### src/rtl/smb_seq_pkg.sv
package smb_seq_pkg;

    typedef enum logic [3:0] {
        TX_QUICK    = 4'd0,
        TX_RD_BYTE  = 4'd1,
        TX_WR_BYTE  = 4'd2,
        TX_RD_WORD  = 4'd3,
        TX_WR_WORD  = 4'd4,
        TX_PROC     = 4'd5,
        TX_BLK_RD   = 4'd6,
        TX_BLK_WR   = 4'd7,
        TX_BLK_PROC = 4'd8,
        TX_RAW_RD   = 4'd9,
        TX_RAW_WR   = 4'd10
    } txn_e;

    typedef enum logic [2:0] {
        OP_NONE    = 3'd0,
        OP_START   = 3'd1,
        OP_RSTART  = 3'd2,
        OP_WRITE   = 3'd3,
        OP_RD_ACK  = 3'd4,
        OP_RD_NACK = 3'd5,
        OP_STOP    = 3'd6
    } prim_e;

    typedef enum logic [2:0] {
        WM_NONE, WM_BYTE, WM_WORD, WM_BLK_CNT, WM_BLK_RAW
    } wmode_e;

    typedef enum logic [2:0] {
        RM_NONE, RM_BYTE, RM_WORD, RM_CNT, RM_RAW
    } rmode_e;

    typedef struct packed {
        logic   quick;
        logic   bad;
        logic   needs_len;
        wmode_e wm;
        rmode_e rm;
    } plan_t;

endpackage

### src/rtl/smb_txn_decode.sv
module smb_txn_decode
    import smb_seq_pkg::*;
(
    input  logic [3:0] kind,
    output plan_t      plan
);
    always_comb begin
        plan = '{quick: 1'b0, bad: 1'b0, needs_len: 1'b0, wm: WM_NONE, rm: RM_NONE};
        unique case (kind)
            TX_QUICK:    plan.quick = 1'b1;
            TX_RD_BYTE:  plan.rm = RM_BYTE;
            TX_WR_BYTE:  plan.wm = WM_BYTE;
            TX_RD_WORD:  plan.rm = RM_WORD;
            TX_WR_WORD:  plan.wm = WM_WORD;
            TX_PROC:     begin plan.wm = WM_WORD;    plan.rm = RM_WORD; end
            TX_BLK_RD:   plan.rm = RM_CNT;
            TX_BLK_WR:   begin plan.wm = WM_BLK_CNT; plan.needs_len = 1'b1; end
            TX_BLK_PROC: begin plan.wm = WM_BLK_CNT; plan.rm = RM_CNT; plan.needs_len = 1'b1; end
            TX_RAW_RD:   begin plan.rm = RM_RAW;     plan.needs_len = 1'b1; end
            TX_RAW_WR:   begin plan.wm = WM_BLK_RAW; plan.needs_len = 1'b1; end
            default:     plan.bad = 1'b1;
        endcase
    end
endmodule

### src/rtl/smb_rx_buf.sv
module smb_rx_buf #(
    parameter int DEPTH = 32,
    parameter int AW    = $clog2(DEPTH)
) (
    input  logic          clk,
    input  logic          we,
    input  logic [AW-1:0] widx,
    input  logic [7:0]    wdata,
    input  logic [AW-1:0] ridx,
    output logic [7:0]    rdata
);
    logic [7:0] mem [DEPTH];

    always_ff @(posedge clk) begin
        if (we) mem[widx] <= wdata;
    end

    assign rdata = mem[ridx];
endmodule

### src/rtl/smb_txn_seq.sv
module smb_txn_seq
    import smb_seq_pkg::*;
#(
    parameter int MAX_BLK = 32,
    localparam int CW = $clog2(MAX_BLK + 2),
    localparam int AW = $clog2(MAX_BLK)
) (
    input  logic          clk,
    input  logic          rst_n,
    input  logic          go,
    input  logic [3:0]    txn_type,
    input  logic [6:0]    dev_addr,
    input  logic          quick_bit,
    input  logic [7:0]    cmd_byte,
    input  logic [7:0]    wr_lo,
    input  logic [7:0]    wr_hi,
    input  logic [CW-1:0] wr_count,
    output logic [AW-1:0] blk_wr_idx,
    input  logic [7:0]    blk_wr_byte,
    output logic          prim_valid,
    output logic [2:0]    prim_op,
    output logic [7:0]    prim_byte,
    input  logic          prim_done,
    input  logic          prim_ack,
    input  logic [7:0]    prim_rx,
    input  logic [AW-1:0] rbuf_idx,
    output logic [7:0]    rbuf_data,
    output logic [CW-1:0] rx_count,
    output logic          done,
    output logic          error
);
    typedef enum logic [3:0] {
        S_IDLE, S_START, S_ADDR_W, S_CMD, S_WDAT, S_RSTART,
        S_ADDR_R, S_RCNT, S_RDAT, S_STOP, S_DONE
    } state_e;

    state_e        state;
    plan_t         req_plan, plan_q;
    logic [6:0]    addr_q;
    logic          qbit_q;
    logic [7:0]    cmd_q, lo_q, hi_q;
    logic [CW-1:0] cnt_q, wlen_q, rlen_q, widx_q, ridx_q, rxc_q;
    logic          err_q;
    logic          req_bad, last_w, last_r;
    logic [CW-1:0] wlen_d, rlen_d, blk_idx_w;
    logic [7:0]    wsel;
    logic          buf_we;

    smb_txn_decode u_dec (.kind(txn_type), .plan(req_plan));

    smb_rx_buf #(.DEPTH(MAX_BLK)) u_buf (
        .clk  (clk),
        .we   (buf_we),
        .widx (ridx_q[AW-1:0]),
        .wdata(prim_rx),
        .ridx (rbuf_idx),
        .rdata(rbuf_data)
    );

    // request validation and phase lengths, evaluated on the go cycle
    always_comb begin
        req_bad = req_plan.bad ||
                  (req_plan.needs_len && (wr_count == '0 || wr_count > CW'(MAX_BLK)));
        unique case (req_plan.wm)
            WM_BYTE:    wlen_d = CW'(1);
            WM_WORD:    wlen_d = CW'(2);
            WM_BLK_CNT: wlen_d = wr_count + CW'(1);
            WM_BLK_RAW: wlen_d = wr_count;
            default:    wlen_d = '0;
        endcase
        unique case (req_plan.rm)
            RM_BYTE: rlen_d = CW'(1);
            RM_WORD: rlen_d = CW'(2);
            RM_RAW:  rlen_d = wr_count;
            default: rlen_d = '0;
        endcase
    end

    assign last_w = (widx_q == wlen_q - CW'(1));
    assign last_r = (ridx_q == rlen_q - CW'(1));

    // state register and datapath registers
    always_ff @(posedge clk or negedge rst_n) begin
        if (!rst_n) begin
            state  <= S_IDLE;
            plan_q <= '{quick: 1'b0, bad: 1'b0, needs_len: 1'b0, wm: WM_NONE, rm: RM_NONE};
            addr_q <= '0;
            qbit_q <= 1'b0;
            cmd_q  <= '0;
            lo_q   <= '0;
            hi_q   <= '0;
            cnt_q  <= '0;
            wlen_q <= '0;
            rlen_q <= '0;
            widx_q <= '0;
            ridx_q <= '0;
            rxc_q  <= '0;
            err_q  <= 1'b0;
        end else begin
            unique case (state)
                S_IDLE: if (go) begin
                    plan_q <= req_plan;
                    addr_q <= dev_addr;
                    qbit_q <= quick_bit;
                    cmd_q  <= cmd_byte;
                    lo_q   <= wr_lo;
                    hi_q   <= wr_hi;
                    cnt_q  <= wr_count;
                    wlen_q <= wlen_d;
                    rlen_q <= rlen_d;
                    widx_q <= '0;
                    ridx_q <= '0;
                    rxc_q  <= '0;
                    err_q  <= req_bad;
                    state  <= req_bad ? S_DONE : S_START;
                end
                S_START: if (prim_done) state <= S_ADDR_W;
                S_ADDR_W: if (prim_done) begin
                    if (!prim_ack) begin
                        err_q <= 1'b1;
                        state <= S_STOP;
                    end else if (plan_q.quick) state <= S_STOP;
                    else                       state <= S_CMD;
                end
                S_CMD: if (prim_done) begin
                    if (!prim_ack) begin
                        err_q <= 1'b1;
                        state <= S_STOP;
                    end else if (wlen_q != '0)        state <= S_WDAT;
                    else if (plan_q.rm != RM_NONE)    state <= S_RSTART;
                    else                              state <= S_STOP;
                end
                S_WDAT: if (prim_done) begin
                    if (!prim_ack) begin
                        err_q <= 1'b1;
                        state <= S_STOP;
                    end else if (last_w) begin
                        state <= (plan_q.rm != RM_NONE) ? S_RSTART : S_STOP;
                    end else begin
                        widx_q <= widx_q + CW'(1);
                    end
                end
                S_RSTART: if (prim_done) state <= S_ADDR_R;
                S_ADDR_R: if (prim_done) begin
                    if (!prim_ack) begin
                        err_q <= 1'b1;
                        state <= S_STOP;
                    end else begin
                        state <= (plan_q.rm == RM_CNT) ? S_RCNT : S_RDAT;
                    end
                end
                S_RCNT: if (prim_done) begin
                    if (prim_rx == 8'd0 || 32'(prim_rx) > MAX_BLK) begin
                        err_q <= 1'b1;
                        state <= S_STOP;
                    end else begin
                        rlen_q <= CW'(prim_rx);
                        state  <= S_RDAT;
                    end
                end
                S_RDAT: if (prim_done) begin
                    rxc_q <= ridx_q + CW'(1);
                    if (last_r) state  <= S_STOP;
                    else        ridx_q <= ridx_q + CW'(1);
                end
                S_STOP: if (prim_done) state <= S_DONE;
                S_DONE: state <= S_IDLE;
                default: state <= S_IDLE;
            endcase
        end
    end

    // write-byte selection for the data phase
    always_comb begin
        blk_idx_w = (plan_q.wm == WM_BLK_CNT) ? widx_q - CW'(1) : widx_q;
        unique case (plan_q.wm)
            WM_WORD:    wsel = (widx_q == '0) ? lo_q : hi_q;
            WM_BLK_CNT: wsel = (widx_q == '0) ? 8'(cnt_q) : blk_wr_byte;
            WM_BLK_RAW: wsel = blk_wr_byte;
            default:    wsel = lo_q;
        endcase
    end

    assign blk_wr_idx = blk_idx_w[AW-1:0];

    // outputs
    always_comb begin
        prim_valid = 1'b1;
        prim_op    = OP_NONE;
        prim_byte  = 8'h00;
        buf_we     = 1'b0;
        done       = 1'b0;
        unique case (state)
            S_IDLE:   prim_valid = 1'b0;
            S_START:  prim_op = OP_START;
            S_ADDR_W: begin
                prim_op   = OP_WRITE;
                prim_byte = {addr_q, plan_q.quick ? qbit_q : 1'b0};
            end
            S_CMD:    begin prim_op = OP_WRITE; prim_byte = cmd_q; end
            S_WDAT:   begin prim_op = OP_WRITE; prim_byte = wsel; end
            S_RSTART: prim_op = OP_RSTART;
            S_ADDR_R: begin prim_op = OP_WRITE; prim_byte = {addr_q, 1'b1}; end
            S_RCNT:   prim_op = OP_RD_ACK;
            S_RDAT:   begin
                prim_op = last_r ? OP_RD_NACK : OP_RD_ACK;
                buf_we  = prim_done;
            end
            S_STOP:   prim_op = OP_STOP;
            S_DONE:   begin prim_valid = 1'b0; done = 1'b1; end
            default:  prim_valid = 1'b0;
        endcase
    end

    assign rx_count = rxc_q;
    assign error    = err_q;

endmodule

### config.mk
export PLATFORM = sky130hd
export DESIGN_NAME = smb_txn_seq
export DESIGN_NICKNAME = d
export VERILOG_FILES = /design/src/rtl/smb_seq_pkg.sv /design/src/rtl/smb_txn_decode.sv /design/src/rtl/smb_rx_buf.sv /design/src/rtl/smb_txn_seq.sv
export SDC_FILE = /design/constraint.sdc
export NUM_CORES = 1
export LEC_CHECK = 0
export BUFFER_PORTS_ARGS = -buffer_cell sky130_fd_sc_hd__buf_2
export CAP_MARGIN = 40
export CORE_MARGIN = 1.5
export CORE_UTILIZATION = 35
export DETAILED_ROUTE_END_ITERATION = 7
export PLACE_DENSITY = 0.58
export SETUP_SLACK_MARGIN = 0.05
export SYNTH_ARGS = -nofsm -noshare
export SYNTH_HDL_FRONTEND = slang
export SYNTH_SLANG_ARGS = --single-unit
export TNS_END_PERCENT = 100
### constraint.sdc
create_clock -name clk -period 3.7 [get_ports clk]
set_input_delay 0 -clock clk [delete_from_list [all_inputs] [get_ports clk]]
set_output_delay 0 -clock clk [all_outputs]
set_load 0.005 [all_outputs]
==> flow_summary.json, run 1 <==
{
  "layout_common_cells": "256 x edfxtp_1, 155 x nand2_1, 98 x buf_2",
  "synth-edff-count": 256,
  "drive_gt1_frac": 0.235,
  "power.total_mw": 10.8,
  "vias_per_cell": 5.37,
  "grt_first_pass_wirelength_um": 58000,
  "nFillCells": 3768,
  "ctsResizeCount": 0,
  "die_h_um": 209,
  "drt_iter0_drc": 856,
  "wirelength_um": 37600,
  "worst-endpoint-arrival_ns": 3.26,
  "yosysSeqAreaShare": 0.654,
  "nets": 1246,
  "worstMarginPinSlew_ns": 0.765,
  "maxCapViolations": 0,
  "pre_cts_slack_ns": 0.678,
  "initial_core_util": 0.354,
  "crit_path_end_kind": "flop",
  "fin_crit_sh": 0.838,
  "path_clk_slew_ns": 0.06,
  "h-tree-depth": 2,
  "critPathMaxFanout": 15,
  "grt_pass1_vias": 9414,
  "vias": 9299,
  "synth_cells": 1014,
  "drtAntennaViolNets": 0,
  "p_leak_nw": 6.46,
  "cts_tree": "built",
  "rows": 75,
  "wl_per_cell_um": 21.7,
  "grt_usage": 0.176,
  "crit_type": "reg2reg",
  "io_pins": 101,
  "finClkSkew_ns": 0.0269,
  "fp.dieW_um": 209,
  "cts_buffers": 37,
  "finalSetupTns_ns": 0,
  "grt_overflow": 0,
  "syn_nets": 1093,
  "synth_warnings": 0,
  "dieArea_um2": 43600,
  "cts_hold_buf": 51,
  "final_common_cell": "edfxtp_1",
  "synthFlopType": "edfxtp_1",
  "final_cells": 1733,
  "antenna_found_initial": 0,
  "status": "completed",
  "critPathRequiredTime_ns": 3.86,
  "place_congestion": 0.830,
  "coreArea_um2": 41900,
  "syn2layout_area_growth_pct": 19.7,
  "synthArstFlopShare": 0.238,
  "drtPass1Iterations": 6,
  "fin_ws_ns": 0.601,
  "hold_viol_final": 0,
  "diodes": 0,
  "max_slew_margin": 0.490,
  "dpl.hpwl_um": 24400,
  "power_density_nw_per_um2": 608,
  "setup_viol": 0,
  "grt_max_degree": 60,
  "hp-class": "in2reg",
  "clk_root_buffer_cell": "clkbuf_16",
  "drc": 0,
  "rsz0062_at_grt": "no",
  "insertion_delay_ns": 0.55,
  "dp.cells": 1616,
  "postCtsSetupBuffers": 0,
  "ys_types": 63,
  "clock-sinks": 336,
  "syn_area_um2": 14800,
  "ir_drop_mv": 0.367,
  "clock_path_buffers": 3,
  "max_freq_mhz": 323,
  "ys_ff_latch": 336,
  "avgSynthCellArea_um2": 14.6,
  "finalMaxSlewViolations": 0,
  "cp-start-kind": "flop",
  "port_buffers": 100,
  "layout_min_cycle_time_ns": 3.10
}
## final cells by class
class / count / area (um^2) / share of cell area
clock inverter: 26 / 294 / 0.0166
clock buffer: 40 / 958 / 0.0540
tap: 539 / 674 / 0.0380
sequential: 336 / 9690 / 0.546
multi-input combinational: 602 / 4830 / 0.273
timing repair buffer: 170 / 1210 / 0.0684
inverter: 20 / 75.1 / 0.00423
## registers in the layout (all words and copies together) (netlist names), 6 cells and up
signal and cells:
widx_q 6, ridx_q 6, rlen_q 6, rx_count 6
wlen_q 6, hi_q 8, lo_q 8, cnt_q 6
cmd_q 8, u_buf.mem 256, addr_q 7, plan_q 7
## metal layers
metal	up-vias	global-route usage	routed length, um
li1	4197	-	-
met3	50	0.0362	2700
met1	4682	0.251	16800
met5	-	0	0
met4	0	0.0440	673
met2	370	0.275	17400
## path summary, 6_finish.rpt
check	start	end	slack, ns	cells after the start
hold reg to reg	cmd_q[6]$_DFFE_PN0P_	cmd_q[6]$_DFFE_PN0P_	0.47	2
min in group asynchronous	rst_n	state[0]$_DFFE_PN0P_	0.51	4
hold / removal	prim_rx[6]	u_buf.mem[21][6]$_DFFE_PP_	0.04	2
setup / recovery	state[2]$_DFFE_PN0P_	u_buf.mem[31][1]$_DFFE_PP_	0.60	4
setup reg to reg	state[2]$_DFFE_PN0P_	u_buf.mem[31][1]$_DFFE_PP_	0.60	4
max in group asynchronous	rst_n	rlen_q[2]$_DFFE_PN0P_	2.87	4
## report_power, final
part / leakage, nW / switching, mW / internal [mW]
Sequential: 3.34 / 0.299 / 4.40
Clock: 0.586 / 1.53 / 2.24
Combinational: 2.53 / 1.37 / 0.949
## stage by stage
step           hold WS [ns]  instance area [um^2]   util
2_1_floorplan        -0.296                 14800      -
4_1_cts              0.0241                 17700  0.424
3_3_place_gp          0.191                 15900  0.381
3_5_place_dp        -0.0621                 16000  0.381
6_report             0.0389                 17700  0.424
5_1_grt              0.0423                 17700  0.424
## kinds of logic (layout without fill, tap and decap cells)
group / count (synthesis) / in the layout / synth area share
buffers and inverters: 76 / 256 / 0.0202
multiplexers: 102 / 102 / 0.138
flip-flops: 336 / 336 / 0.654
XOR/XNOR: 23 / 23 / 0.0136
AND/OR/NAND/NOR: 314 / 314 / 0.0947
AO/OA/AOI/OAI: 152 / 152 / 0.0706
adder cells (fa/ha/maj): 11 / 11 / 0.00929
## worst max-delay path, cell delays in order (launching register included)
cell and delay [ns]:
dfrtp_1 0.54, nand2b_1 0.30, nor3_1 0.45, nand3_1 0.65, nor2_1 0.76
## synthesized netlist by cell type (all sizes together), types with 5 or more instances
cell type,count,area share
a21oi,34,0.012
nand3,14,0.0047
o21ai,30,0.010
a22o,5,0.0030
mux4,80,0.12
dfrtp,80,0.14
nand4,5,0.0021
nand3b,8,0.0041
a222oi,8,0.0054
xnor2,10,0.0059
buf,18,0.0055
nor2b,5,0.0021
mux2,13,0.010
nand2,156,0.040
o31ai,7,0.0035
nor2,68,0.017
o22ai,13,0.0055
ha,11,0.0093
nand2b,8,0.0034
a21boi,7,0.0035
nor4,7,0.0030
edfxtp,256,0.52
o2bb2ai,7,0.0041
inv,20,0.0051
and3,9,0.0038
a31oi,8,0.0034
clkbuf,38,0.0096
nor3,15,0.0051
xor2,13,0.0077
mux2i,9,0.0061
Note: power is estimated with default switching activity, not from simulation.
==> run 2, diff against run 1 <==
==> constraint.sdc (replaced) <==
create_clock -name clk -period 2.9 [get_ports clk]
set_input_delay 0 -clock clk [delete_from_list [all_inputs] [get_ports clk]]
set_output_delay 0 -clock clk [all_outputs]
set_load 0.005 [all_outputs]
==> flow_summary.json, run 2 (synthesized netlist as in run 1, its figures left out) <==
{
  "status": "completed",
  "power_switching_mw": 4.05,
  "layout_common_cells": "256 x edfxtp_1, 154 x nand2_1, 98 x buf_2",
  "io_pins": 101,
  "critPathRequiredTime_ns": 2.90,
  "switching_share": 0.294,
  "clk_root_buffer_cell": "clkbuf_16",
  "path_clk_slew_ns": 0.06,
  "cts_tree": "built",
  "final_common_cell": "edfxtp_1",
  "hold_viol_final": 0,
  "critPathMaxFanout": 8,
  "nFillCells": 3753,
  "clkPwrFrac": 0.343,
  "power_density_nw_per_um2": 761,
  "dieArea_um2": 43600,
  "syn2layout_area_growth_pct": 22.1,
  "dpl.hpwl_um": 23700,
  "crit_type": "reg2out",
  "cts_buffers": 38,
  "max_freq_mhz": 362,
  "layout_min_cycle_time_ns": 2.76,
  "sequentialPowerShare": 0.434,
  "drc": 0,
  "cp-start-kind": "flop",
  "rows": 75,
  "fp.dieW_um": 209,
  "ir_drop_mv": 0.535,
  "grt_overflow": 0,
  "rsz0062_at_grt": "no",
  "initial_core_util": 0.354,
  "port_buffers": 100,
  "crit_family": "compound AO/OA/AOI/OAI gates",
  "final_util": 0.432,
  "finClkSkew_ns": 0.0167,
  "grt_pass1_vias": 9435,
  "h-tree-depth": 2,
  "vias_per_cell": 5.27,
  "clock_path_buffers": 3,
  "p_int_mw": 9.72,
  "diodes": 0,
  "drive_gt1_frac": 0.273,
  "clock-sinks": 336,
  "insertion_delay_ns": 0.55,
  "setup_viol": 0,
  "finalMaxSlewViolations": 0,
  "power_frac_comb": 0.223,
  "antenna_found_initial": 0,
  "crit_path_end_kind": "primary output",
  "top_register": "u_buf.mem",
  "grt_first_pass_wirelength_um": 56700,
  "fin_crit_sh": 0.953,
  "hp-class": "in2reg",
  "worstMarginPinSlew_ns": 0.713,
  "crit_chain": "inv_1 > ha_2 > nand2b_4 > nor4_4 > o21ai_4 > a222oi_1 > a21boi_2 > o22ai_1 > buf_2",
  "drtAntennaViolNets": 0,
  "place_congestion": 0.841,
  "die_h_um": 209,
  "worst-path-buf-inv": 2,
  "drt_iter0_drc": 739,
  "fin_area_um2": 18100,
  "nets": 1290,
  "maxCapViolations": 0,
  "crit_slowest_cell": "a222oi_1",
  "worst_hold_slack_ns": 0.0379,
  "finalSetupTns_ns": 0,
  "place_area_um2": 16300,
  "max_slew_margin": 0.520,
  "grt_usage": 0.171,
  "power.total_mw": 13.8,
  "vias": 9359,
  "drtPass1Iterations": 6,
  "largest_register_ffs": 256,
  "coreArea_um2": 41900,
  "grt_max_degree": 65,
  "wl_per_cell_um": 20.6,
  "critical_path.max_stage_delay_ns": 0.53,
  "worst-endpoint-arrival_ns": 2.76,
  "wirelength_um": 36500,
  "p_leak_nw": 6.72
}
==> run 2: cell count changes in the layout (fill, tap and decap cells not counted), moves of 4 or more <==
cell	delta
buf_4	+44
clkbuf_1	+7
clkinv_1	-6
clkinv_2	+6
clkinvlp_4	-4
==> run 2: per-stage QoR <==
step / instances / setup WS [ns]
after global routing: 1777 / 0.0373
after CTS: 1773 / 0.0537
after floorplan: 1014 / 0.684
after global placement: 1656 / 0.486
final: 1777 / 0.136
after detailed placement: 1657 / 0.460
==> run 2: layout make-up <==
class | count | area, um^2 | share of cell area
inverters | 20 | 75.1 | 0.00415
clock buffers | 48 | 1010 | 0.0558
multi-input cells | 602 | 4890 | 0.270
well taps | 539 | 674 | 0.0373
flip-flops and latches | 336 | 9690 | 0.535
clock inverters | 19 | 214 | 0.0118
repair buffers | 213 | 1540 | 0.0853
==> run 2: final timing paths <==
| check | from | end | slack, ns | cells after the start |
|---|---|---|---|---|
| min in group asynchronous | rst_n | addr_q[5]$_DFFE_PN0P_ | 0.53 | 4 |
| hold / removal | prim_rx[7] | u_buf.mem[22][7]$_DFFE_PP_ | 0.04 | 2 |
| setup / recovery | widx_q[1]$_DFFE_PN0P_ | prim_byte[2] | 0.14 | 9 |
| max in group asynchronous | rst_n | widx_q[1]$_DFFE_PN0P_ | 2.08 | 4 |
| hold reg to reg | cmd_q[3]$_DFFE_PN0P_ | cmd_q[3]$_DFFE_PN0P_ | 0.47 | 2 |
| setup reg to reg | state[3]$_DFFE_PN0P_ | u_buf.mem[23][6]$_DFFE_PP_ | 0.40 | 6 |
==> run 2: layer usage <==
layer | global-route usage | vias up | wire, um
li1 | - | 4283 | -
met1 | 0.232 | 4727 | 16100
met2 | 0.274 | 301 | 17400
met3 | 0.0350 | 48 | 2220
met4 | 0.0550 | 0 | 842
met5 | 0 | - | 0
==> run 2: worst register-to-register path: cells and delay by family, from the launching register on <==
| kind | cells | cell delay (ns) |
|---|---|---|
| buffers and inverters | 2 | 0.37 |
| AND/OR/NAND/NOR | 4 | 1.17 |
| flip-flops | 1 | 0.67 |
==> run 2: timing repair <==
item	in CTS	in global routing
pin swaps	3	6
setup buffers	0	4
hold buffers	49	0
cloned	0	0
setup endpoints to repair	6	9
resized for setup	4	13
hold endpoints to repair	140	0
==> run 2: power groups by stage <==
stage               clock, mW  combinational (mW)  sequential [mW]
floorplan                   0                2.06             5.91
global placement            0                2.89             6.06
detailed placement          0                2.92             6.07
CTS                      4.83                3.01             5.98
global route             5.03                3.41             6.04
finish                   4.72                3.07             5.98
